[src/rtl/lbsr_pkg.sv]
package lbsr_pkg;
  typedef enum logic [1:0] {G_IDLE, G_OWN, G_BUSY, G_REL} grant_st_t;
  typedef enum logic [1:0] {B_IDLE, B_WAIT, B_RDY} beat_st_t;
endpackage

[src/rtl/lbsr_decode.sv]
module lbsr_decode #(
  parameter int LA_W       = 16,
  parameter int BEW        = 4,
  parameter int SRAM_WORDS = 256,
  parameter int WIN_BASE   = 32'h4000
) (
  input  logic [LA_W-1:0]               la,
  output logic                          hit,
  output logic [$clog2(SRAM_WORDS)-1:0] off
);
  localparam int OFF_BITS = $clog2(BEW);
  localparam int WA_W     = LA_W - OFF_BITS;
  localparam int BASE_W   = WIN_BASE / BEW;
  localparam int SRAM_AW  = $clog2(SRAM_WORDS);

  logic [WA_W-1:0] word;
  logic [WA_W:0]   rel;
  logic            unused_low;

  assign word       = la[LA_W-1:OFF_BITS];
  assign unused_low = ^la[OFF_BITS-1:0];
  // A negative distance from the base sets the top bit.
  assign rel = {1'b0, word} - (WA_W+1)'(BASE_W);
  assign hit = !rel[WA_W] && (rel < (WA_W+1)'(SRAM_WORDS));
  assign off = rel[SRAM_AW-1:0];
endmodule

[src/rtl/lbsr_grant.sv]
module lbsr_grant
  import lbsr_pkg::*;
#(
  parameter int TIMEOUT = 12
) (
  input  logic clk,
  input  logic rst,
  input  logic hold_req,
  input  logic local_busy,
  input  logic start,
  input  logic done,
  output logic hold_ack,
  output logic owner_open,
  output logic acc_busy
);
  localparam int CW = (TIMEOUT < 2) ? 1 : $clog2(TIMEOUT);

  grant_st_t       g_st;
  logic [CW-1:0]   wait_cnt;

  assign owner_open = (g_st == G_OWN);
  assign acc_busy   = (g_st == G_BUSY);

  always_ff @(posedge clk) begin
    if (rst) begin
      g_st     <= G_IDLE;
      hold_ack <= 1'b0;
      wait_cnt <= '0;
    end else begin
      case (g_st)
        G_IDLE: begin
          if (hold_req && !local_busy) begin
            g_st     <= G_OWN;
            hold_ack <= 1'b1;
            wait_cnt <= '0;
          end
        end
        G_OWN: begin
          if (!hold_req) begin
            g_st     <= G_IDLE;
            hold_ack <= 1'b0;
          end else if (start) begin
            g_st <= G_BUSY;
          end else if (wait_cnt == CW'(TIMEOUT - 1)) begin
            g_st     <= G_REL;
            hold_ack <= 1'b0;
          end else begin
            wait_cnt <= wait_cnt + CW'(1);
          end
        end
        G_BUSY: begin
          if (done) begin
            g_st     <= G_OWN;
            wait_cnt <= '0;
          end
        end
        G_REL: begin
          if (!hold_req) g_st <= G_IDLE;
        end
        default: g_st <= G_IDLE;
      endcase
    end
  end
endmodule

[src/rtl/lbsr_beat.sv]
module lbsr_beat
  import lbsr_pkg::*;
#(
  parameter int DW      = 32,
  parameter int BEW     = 4,
  parameter int SRAM_AW = 8
) (
  input  logic               clk,
  input  logic               rst,
  input  logic               start,
  input  logic               start_wr,
  input  logic [BEW-1:0]     start_be_n,
  input  logic [SRAM_AW-1:0] start_off,
  input  logic               blast_n,
  input  logic [DW-1:0]      ld_in,
  input  logic [DW-1:0]      sram_rdata,
  output logic               done,
  output logic               ready_n,
  output logic               ld_oe,
  output logic [DW-1:0]      ld_out,
  output logic [SRAM_AW-1:0] sram_addr,
  output logic [DW-1:0]      sram_wdata,
  output logic [BEW-1:0]     sram_be,
  output logic               sram_we,
  output logic               sram_re
);
  beat_st_t           bst;
  logic               is_wr;
  logic [BEW-1:0]     be_lat;
  logic [SRAM_AW-1:0] cur;

  assign done   = (bst == B_RDY) && !blast_n;
  assign ld_out = ld_oe ? sram_rdata : '0;

  always_ff @(posedge clk) begin
    if (rst) begin
      bst        <= B_IDLE;
      is_wr      <= 1'b0;
      be_lat     <= '0;
      cur        <= '0;
      ready_n    <= 1'b1;
      ld_oe      <= 1'b0;
      sram_addr  <= '0;
      sram_wdata <= '0;
      sram_be    <= '0;
      sram_we    <= 1'b0;
      sram_re    <= 1'b0;
    end else begin
      sram_we <= 1'b0;
      sram_re <= 1'b0;
      case (bst)
        B_IDLE: begin
          if (start) begin
            is_wr     <= start_wr;
            be_lat    <= ~start_be_n;
            cur       <= start_off;
            sram_addr <= start_off;
            sram_re   <= ~start_wr;
            bst       <= B_WAIT;
          end
        end
        B_WAIT: begin
          ready_n <= 1'b0;
          ld_oe   <= ~is_wr;
          bst     <= B_RDY;
        end
        B_RDY: begin
          ready_n <= 1'b1;
          ld_oe   <= 1'b0;
          if (is_wr) begin
            sram_we    <= 1'b1;
            sram_addr  <= cur;
            sram_wdata <= ld_in;
            sram_be    <= be_lat;
          end
          if (!blast_n) begin
            bst <= B_IDLE;
          end else begin
            cur <= cur + SRAM_AW'(1);
            bst <= B_WAIT;
            if (!is_wr) begin
              sram_re   <= 1'b1;
              sram_addr <= cur + SRAM_AW'(1);
            end
          end
        end
        default: bst <= B_IDLE;
      endcase
    end
  end
endmodule

[src/rtl/lbus_sram_resp.sv]
module lbus_sram_resp #(
  parameter int LA_W       = 16,
  parameter int DW         = 32,
  parameter int SRAM_WORDS = 256,
  parameter int WIN_BASE   = 32'h4000,
  parameter int TIMEOUT    = 12
) (
  input  logic                          clk,
  input  logic                          rst,
  input  logic                          hold_req,
  input  logic                          local_busy,
  output logic                          hold_ack,
  input  logic                          ads_n,
  input  logic                          blast_n,
  input  logic                          wr_sel,
  input  logic [DW/8-1:0]               be_n,
  input  logic [LA_W-1:0]               la,
  input  logic [DW-1:0]                 ld_in,
  output logic [DW-1:0]                 ld_out,
  output logic                          ld_oe,
  output logic                          ready_n,
  output logic [$clog2(SRAM_WORDS)-1:0] sram_addr,
  output logic [DW-1:0]                 sram_wdata,
  output logic [DW/8-1:0]               sram_be,
  output logic                          sram_we,
  output logic                          sram_re,
  input  logic [DW-1:0]                 sram_rdata
);
  localparam int BEW     = DW / 8;
  localparam int SRAM_AW = $clog2(SRAM_WORDS);

  logic               hit;
  logic [SRAM_AW-1:0] off;
  logic               owner_open;
  logic               acc_busy;
  logic               start;
  logic               done;

  lbsr_decode #(
    .LA_W(LA_W), .BEW(BEW), .SRAM_WORDS(SRAM_WORDS), .WIN_BASE(WIN_BASE)
  ) u_decode (
    .la(la), .hit(hit), .off(off)
  );

  assign start = owner_open && hold_req && !ads_n && hit;

  lbsr_grant #(.TIMEOUT(TIMEOUT)) u_grant (
    .clk(clk), .rst(rst), .hold_req(hold_req), .local_busy(local_busy),
    .start(start), .done(done), .hold_ack(hold_ack),
    .owner_open(owner_open), .acc_busy(acc_busy)
  );

  lbsr_beat #(.DW(DW), .BEW(BEW), .SRAM_AW(SRAM_AW)) u_beat (
    .clk(clk), .rst(rst), .start(start), .start_wr(wr_sel),
    .start_be_n(be_n), .start_off(off), .blast_n(blast_n),
    .ld_in(ld_in), .sram_rdata(sram_rdata), .done(done),
    .ready_n(ready_n), .ld_oe(ld_oe), .ld_out(ld_out),
    .sram_addr(sram_addr), .sram_wdata(sram_wdata), .sram_be(sram_be),
    .sram_we(sram_we), .sram_re(sram_re)
  );
endmodule

[config.mk]
export PLATFORM = sky130hd
export DESIGN_NAME = lbus_sram_resp
export DESIGN_NICKNAME = d
export VERILOG_FILES = /design/src/rtl/lbsr_pkg.sv /design/src/rtl/lbsr_decode.sv /design/src/rtl/lbsr_grant.sv /design/src/rtl/lbsr_beat.sv /design/src/rtl/lbus_sram_resp.sv
export SDC_FILE = /design/constraint.sdc
export NUM_CORES = 1
export LEC_CHECK = 0
export BUFFER_PORTS_ARGS = -buffer_cell sky130_fd_sc_hd__buf_2
export CORE_MARGIN = 3
export CORE_UTILIZATION = 49
export DETAILED_ROUTE_END_ITERATION = 10
export PLACE_DENSITY_LB_ADDON = 0.2
export SLEW_MARGIN = 40
export SYNTH_ARGS = -nofsm -noshare
export SYNTH_HDL_FRONTEND = slang
export SYNTH_SLANG_ARGS = --single-unit
[constraint.sdc]
create_clock -name clk -period 5 [get_ports clk]
set_input_delay 0.75 -clock clk [delete_from_list [all_inputs] [get_ports clk]]
set_output_delay 0.75 -clock clk [all_outputs]
set_load 0.03 [all_outputs]
==> metrics, run 1 <==
status=finished clean; longest individual stage delay on the worst path=0.60 ns; Worst EP arrival=2.47 ns; hold depth=2; Yosys reg bits=70; Die Span X=88.7 um; Fillers=566; worst reg-to-reg setup slack=2.72 ns; cells taking the most area after synthesis=dfxtp_1, nand2_1, a21oi_1; Mapped Nets=531; vias post-DR=3525; Crit Path Max Fanout=34; Initial Utilization=51.6%; worst skew pair latency=0.34 ns; first-pass GRT wire length=14.3 mm; CP cell instances=inv_1 -> ha_2 -> nor2b_1 -> a41o_1 -> o21ai_1 -> a22oi_1 -> nor2_1; worst vdd ir=0.000138 V; P_leak=2.05 nW; Most used DFF post-synth=dfxtp_1; register area share after synthesis=41.8%; Layout area overhead=31.9%; Max Clk Rate=438 MHz; H-tree depth=3; slowest CP cell=ha_2; gp weighted congestion=0.794; Startpoint Class=flop; min-delay worst type=reg2reg; vias in the first global route=3178; ant diodes=0; PwrDens=255 nW/um2; layout cells sized above 1=34.0%; WP data required=5.19 ns; drt pass-1 iters=6; clock buffer depth=2; Die Height=88.7 um; setup ws final=2.72 ns; worst reg-to-reg path cell count=7; Tot GR Track Use=23.1%; Core Box Area=6490 um2; most frequent cell after synthesis=nand2_1; Final Cell Area=4420 um2; placed cell area=4200 um2; initial antenna violation count=0; critical setup path kind=reg2reg; Yosys top cell area share=41.8%; Clock transition at path regs=0.07 ns; synth cell count leaders=nand2_1, dfxtp_1, a21oi_1; R2R Path End=u_beat.sram_addr[0]; WHS Endpoint=u_beat.sram_wdata[8]; Max Slew Vio Count=0; reg2reg start=u_beat.bst[0]; Hold Buf Count CTS=0; placed wire-length estimate=6.94 mm; DRC=0; Synth Instances=433; ys async rst share=0%; Period minus WS final=2.28 ns; routed vias/inst=5.27; unrepaired setup endpoints after global routing=false; die footprint=7870 um2; largest net degree at the start of global routing=63; post-synthesis cell area=3350 um2; Final Setup Violations=0; Post-Route WL=9.40 mm; grt ovf=0; io pins=172; max-cap violations=0; WL/cell=14.1 um; final antenna-violating net count=0; worst path bufs/invs=1; EDFF count, synth=0; nature of the critical path endpoint=flop; synthesized area per cell=7.75 um2; post-synthesis cell type count=51; slew margin rel.=57.0%; # Post-CTS Setup Buffers=0; worst slack, placed=2.56 ns; clock root cell=clkbuf_8; Final #Nets=685; Sum Neg Setup Slack=0 ns; CTS Sinks=70; leading area contributor after synthesis=dfxtp_1; CP top delay family=compound AO/OA/AOI/OAI gates; CTS buffer count=9; post_cts resized=0; drt first-iter violations=135; Ys Warns=0; I/O Buffers=169; hold wc startpoint=u_beat.sram_wdata[8]; final clock skew=0.0125 ns; row count=29; Tcrit/Tclk final=45.6%; Worst Max-Slew Pin Slew=0.645 ns; CTS tree=done; Final Hold Fails=0
==> worst min-delay path, stage by stage, from the launching register on <==
cell and delay [ns]:
dfxtp_1 0.31, nand2_1 0.05, a21oi_1 0.05
==> how the worst max path moves through the flow <==
stage	from	endpoint	slack (ns)	depth (start not counted)
3_5_place_dp	la[14]	u_grant.wait_cnt[3]	2.56	8
6_report	u_beat.bst[0]	u_beat.sram_addr[0]	2.72	7
2_1_floorplan	la[14]	u_grant.wait_cnt[3]	2.75	7
5_1_grt	u_beat.bst[0]	u_beat.sram_addr[0]	2.55	7
4_1_cts	u_beat.ld_oe	ld_out[8]	2.64	2
3_3_place_gp	u_beat.bst[0]	u_beat.sram_wdata[14]	2.23	6
==> per-layer routing <==
layer  track usage, %  up-vias  share of wire [%]
met5                0        -                  0
met4             7.97        0                1.9
met3             5.21       15                6.3
met2             40.9      128                 53
met1             27.3     1610                 39
li1                 -     1772                  -
==> kinds of logic after synthesis <==
family | synth area share (%)
multiplexers | 2.39
AND/OR/NAND/NOR | 29.0
XOR/XNOR | 0.522
flip-flops | 41.8
AO/OA/AOI/OAI | 18.8
adder cells (fa/ha/maj) | 2.61
buffers and inverters | 4.96
==> cells in the final DEF, fill, tap and decap left out, drive strengths merged, types with 4 or more instances in the layout <==
master  netlist  routed
and2         34      34
a21oi        56      56
clkinv        1       4
nor2b         5       5
ha            7       7
dfxtp        70      70
nor2         36      36
inv          10      10
a211oi        4       4
nor3          8       8
o21ai        16      16
o211ai        4       4
mux2i         8       8
o221a         4       4
nand2        96      96
clkbuf       17      11
nand3         7       7
buf          12     172
==> registers in the layout, indices dropped and copies added, names as in the netlist <==
signal and cells:
u_beat.bst 2, u_grant.g_st 2, u_grant.wait_cnt 4, u_grant.hold_ack 1, u_beat.sram_be 4, u_beat.cur 8
u_beat.sram_we 1, u_beat.ld_oe 1, u_beat.sram_re 1, u_beat.sram_addr 8, u_beat.sram_wdata 32, u_beat.is_wr 1
u_beat.ready_n 1, u_beat.be_lat 4
==> stage by stage <==
step           hold slack [ns]  total power (W)  utilization (%)  std cells
3_5_place_dp             0.443         0.000639             64.6        653
5_1_grt                  0.469          0.00117             68.1        669
4_1_cts                  0.453          0.00114             68.1        669
2_1_floorplan            0.432         0.000600                -        433
6_report                 0.451          0.00113             68.1        669
3_3_place_gp             0.436         0.000638             64.6        653
==> report_power, final <==
group	leakage, nW	internal (W)	switching (W)
sequential	0.565	0.000559	0.00000182
clock	0.113	0.000296	0.000206
combinational	1.37	0.0000331	0.0000325
==> cell type report <==
cell class	instances	area, um2	share of cell area, %
repair buffers	172	868	19.6
inverters	11	41.3	0.934
flip-flops and latches	70	1400	31.7
well taps	77	96.3	2.18
multi-input cells	323	1790	40.5
clock buffers	11	141	3.20
clock inverters	5	82.6	1.87
Power figures use the tool's default switching activity.
==> run 2, diff against run 1 <==
Settings changed: CORE_UTILIZATION 49 to 46.
Clock period 5 ns to 2.2 ns, I/O delays scaled along.
==> metrics, run 2 (synthesis results as in run 1) <==
status=finished clean; Clock transition at path regs=0.08 ns (about the same); slew margin rel.=57.2% (+0.19 points); WP data required=2.43 ns (-2.76 ns); Crit Path Max Fanout=10 (-71%); Layout area overhead=33.4%; post_cts resized=0 (unchanged); nature of the critical path endpoint=flop; most frequent cells in the layout=buf_2, nand2_1, dfxtp_1; row count=30 (+3.4%); DRC=0 (unchanged); I/O Buffers=169 (unchanged); Max Slew Vio Count=0 (unchanged); Startpoint Class=flop; Die Span X=91.4 um (+3.0%); Tot GR Track Use=22.4% (-0.68 points); ant diodes=0 (unchanged); min-delay worst type=in2reg; routed vias/inst=5.07 (-3.8%); clock buffer depth=2 (unchanged); met2 wire length=5.13 mm (+3.3%); layout cells sized above 1=34.3% (+0.39 points); io pins=172 (unchanged); # Post-CTS Setup Buffers=0 (unchanged); grt ovf=0 (unchanged); first-pass GRT wire length=15.2 mm (+6.4%); Post-Route WL=9.69 mm (+3.1%); unrepaired setup endpoints after global routing=false; Core Box Area=6940 um2 (+6.9%); final antenna-violating net count=0 (unchanged); drt pass-1 iters=4 (-2); Final Hold Fails=0 (unchanged); clock root cell=clkbuf_8; Worst Max-Slew Pin Slew=0.642 ns (-0.00292 ns); max layer used=met4; largest net degree at the start of global routing=62 (-1.6%); P_leak=2.07 nW (+1.2%); Sum Neg Setup Slack=0 ns (unchanged); Max Clk Rate=531 MHz (+21%); critical setup path kind=reg2reg; leading cell type in the layout, fill and taps excluded=buf_2; vias in the first global route=3227 (+1.5%); PwrDens=569 nW/um2 (+120%); Fillers=661 (+17%); Period minus WS final=1.88 ns (-0.398 ns); drt first-iter violations=150 (+11%); initial antenna violation count=0 (unchanged); placed wire-length estimate=7.26 mm (+4.6%); WL/cell=14.0 um (-0.52%); die footprint=8350 um2 (+6.1%); Reg with most FFs=u_beat.sram_wdata; Top Registers=u_beat.sram_wdata (32), u_beat.cur (8), u_beat.sram_addr (8); CTS tree=done; Die Height=91.4 um (+3.0%); max reg flops=32 (unchanged); vias post-DR=3513 (-0.34%); Fin Hold WS=0.214 ns (-0.237 ns); gp weighted congestion=0.831 (+4.7%); final clock skew=0.0103 ns (-0.00213 ns); Hold Buf Count CTS=0 (unchanged); met1 WL=3.73 mm (+1.7%); max-cap violations=0 (unchanged); CTS Sinks=70 (unchanged); Final #Nets=691 (+0.88%); Worst EP arrival=2.11 ns (-0.36 ns); worst skew pair latency=0.34 ns (about the same); CTS buffer count=9 (unchanged); worst vdd ir=0.000381 V (+180%); Final Setup Violations=0 (unchanged); met3 routed WL=658 um (+11%); H-tree depth=3 (unchanged); Tcrit/Tclk final=85.6% (+40 points); Initial Utilization=48.3% (-3.3 points)
==> run 2: critical path: stages (launching register included) <==
cell and delay (ns):
dfxtp_1 0.36, inv_1 0.09, ha_1 0.26, inv_1 0.22, a31o_1 0.40, o21ai_1 0.15, o221a_2 0.30
==> run 2: path summary, 6_finish.rpt <==
path                               from               endpoint  slack, ns  cells past startpoint
setup reg to reg          u_beat.bst[0]    u_beat.sram_addr[7]       0.32                      6
setup / recovery          u_beat.bst[0]    u_beat.sram_addr[7]       0.32                      6
hold / removal                 ld_in[2]   u_beat.sram_wdata[2]       0.21                      3
hold reg to reg   u_beat.sram_wdata[25]  u_beat.sram_wdata[25]       0.45                      2
==> run 2: layout make-up <==
class	count	area [um2]	share of cell area [%]
Timing Repair Buffer	178	913	20.4
Multi-Input combinational cell	323	1790	39.9
Tap cell	96	120	2.68
Clock inverter	6	86.3	1.93
Sequential cell	70	1400	31.3
Inverter	11	41.3	0.923
Clock buffer	9	124	2.77
==> run 2: through the flow <==
step	worst slack [ns]	cell area [um2]	util (%)	instances	power, W
after global placement	0.216	4260	61.4	678	0.00145
after CTS	0.227	4470	64.4	693	0.00257
after floorplan	0.375	3350	-	433	0.00136
after detailed placement	0.181	4260	61.4	678	0.00145
final	0.317	4470	64.4	693	0.00255
after global routing	0.146	4470	64.4	693	0.00265
==> run 2: layer usage <==
metal  GRT usage (%)  vias to the layer above
met5               0                        -
met4            8.54                        0
met3            4.81                       13
met2            41.0                      141
met1            25.1                     1573
li1                -                     1786
==> run 2: where the power goes <==
part	switching, W	leakage [nW]	total, W	internal (W)
sequential	0.00000430	0.565	0.00127	0.00127
clock	0.000492	0.105	0.00112	0.000632
combinational	0.0000738	1.40	0.000149	0.0000750
total	0.000570	2.07	0.00255	0.00198
==> run 3, diff against run 2 <==
Settings changed: CORE_MARGIN 3 to unset.
==> metrics, run 3 (synthesis results as in run 1) <==
final cell count without fillers=694 (+0.14%); worst skew pair latency=0.33 ns (about the same); Period minus WS final=1.92 ns (+0.0368 ns); H-tree depth=3 (unchanged); unrepaired setup endpoints after global routing=false; clock buffer depth=2 (unchanged); Initial Utilization=48.6% (+0.26 points); worst vdd ir=0.000279 V (-27%); Tot GR Track Use=25.3% (+2.9 points); row count=30 (unchanged); Placed Cells=678 (unchanged); clock root cell=clkbuf_8; min-delay worst type=in2reg; placed wire-length estimate=7.05 mm (-2.8%); Tcrit/Tclk final=87.3% (+1.7 points); CTS buffer count=9 (unchanged); Reg with most FFs=u_beat.sram_wdata; worst path bufs/invs=2 (unchanged); die footprint=7640 um2 (-8.6%); Final Hold Fails=0 (unchanged); slew margin rel.=52.0% (-5.2 points); Worst EP arrival=2.15 ns (+0.04 ns); Post-Route WL=9.43 mm (-2.7%); vias post-DR=3543 (+0.85%); Fillers=678 (+2.6%); CP cell instances=inv_1 -> ha_1 -> inv_1 -> a31o_1 -> o21ai_1 -> o221a_2; PwrDens=554 nW/um2 (-2.7%); Startpoint Class=flop; # Post-CTS Setup Buffers=0 (unchanged); post_cts resized=0 (unchanged); drt pass-1 iters=4 (unchanged); drt first-iter violations=131 (-13%); status=finished clean; Top Registers=u_beat.sram_wdata (32), u_beat.cur (8), u_beat.sram_addr (8); CP top delay family=compound AO/OA/AOI/OAI gates; vias in the first global route=3334 (+3.3%); DRC=0 (unchanged); io pins=172 (unchanged); nature of the critical path endpoint=flop; setup ws final=0.280 ns (-0.0368 ns); Core Box Area=6910 um2 (-0.54%); max reg flops=32 (unchanged); Fin Hold WS=0.220 ns (+0.00610 ns); Crit Path Max Fanout=10 (unchanged); Top cell by count, worst path=inv_1; Final Setup Violations=0 (unchanged); CTS tree=done; slowest CP cell=a31o_1; Clock transition at path regs=0.08 ns (about the same); longest individual stage delay on the worst path=0.40 ns (about the same); final clock skew=0.00814 ns (-0.00218 ns); Die Height=87.4 um (-4.4%); critical setup path kind=reg2reg; grt ovf=0 (unchanged); I/O Buffers=169 (unchanged); Layout area overhead=33.0%; ant diodes=0 (unchanged); routed vias/inst=5.11 (+0.71%); P_leak=2.06 nW (-0.67%); layout cells sized above 1=34.1% (-0.22 points); CTS Sinks=70 (unchanged); Hold Buf Count CTS=0 (unchanged); Final #Nets=691 (unchanged); gp weighted congestion=0.858 (+3.2%); largest net degree at the start of global routing=62 (unchanged); initial antenna violation count=0 (unchanged); first-pass GRT wire length=14.9 mm (-2.0%); most frequent cells in the layout=buf_2, nand2_1, dfxtp_1; Die Span X=87.4 um (-4.4%); Max Slew Vio Count=0 (unchanged); WL/cell=13.6 um (-2.9%); Worst Max-Slew Pin Slew=0.719 ns (+0.0770 ns); final core utilization=64.6% (+0.17 points); final antenna-violating net count=0 (unchanged); leading cell type in the layout, fill and taps excluded=buf_2; max-cap violations=0 (unchanged); WP data required=2.43 ns (about the same); Max Clk Rate=521 MHz (-1.9%); Sum Neg Setup Slack=0 ns (unchanged); worst slack, placed=0.152 ns (-0.0287 ns)
==> run 3: path summary, 6_finish.rpt <==
| kind | slack, ns | end | cells after the start | startpoint |
|---|---|---|---|---|
| hold reg to reg | 0.45 | u_beat.sram_be[3] | 2 | u_beat.be_lat[3] |
| hold / removal | 0.22 | u_beat.sram_wdata[1] | 3 | ld_in[1] |
| setup / recovery | 0.28 | u_beat.sram_addr[7] | 6 | u_beat.bst[0] |
| setup reg to reg | 0.28 | u_beat.sram_addr[7] | 6 | u_beat.bst[0] |
==> run 3: metrics by stage <==
| step | cell area [um2] | total power, W |
|---|---|---|
| 5_1_grt | 4460 | 0.00256 |
| 6_report | 4460 | 0.00247 |
| 3_5_place_dp | 4260 | 0.00146 |
| 3_3_place_gp | 4260 | 0.00145 |
| 4_1_cts | 4460 | 0.00249 |
| 2_1_floorplan | 3350 | 0.00136 |
==> run 3: per-layer routing <==
| metal | share of wire [%] | up-vias | global-route usage (%) |
|---|---|---|---|
| met1 | 39 | 1632 | 26.8 |
| met2 | 54 | 113 | 48.7 |
| met4 | 1.5 | 0 | 8.79 |
| met3 | 5.2 | 12 | 5.50 |
| met5 | 0 | - | 0 |
| li1 | - | 1786 | - |
==> run 3: worst reg2reg max path, stage by stage, from the launching register on <==
cell     delay (ns)
dfxtp_1        0.37
inv_1          0.09
ha_1           0.27
inv_1          0.21
a31o_1         0.40
o21ai_1        0.17
o221a_2        0.31
==> run 3: final cells by class <==
cell class | instances | area (um2) | share of cell area, %
inverters | 11 | 41.3 | 0.925
well taps | 96 | 120 | 2.69
multi-input cells | 323 | 1790 | 40.0
repair buffers | 178 | 913 | 20.5
clock buffers | 10 | 128 | 2.86
clock inverters | 6 | 71.3 | 1.60
flip-flops and latches | 70 | 1400 | 31.4
==> run 3: power breakdown <==
group | total (W) | switching, W | leakage (nW) | internal, W
logic | 0.000154 | 0.0000770 | 1.40 | 0.0000766
clock network | 0.00104 | 0.000511 | 0.0931 | 0.000532
registers | 0.00127 | 0.00000419 | 0.564 | 0.00127
total | 0.00247 | 0.000592 | 2.06 | 0.00188
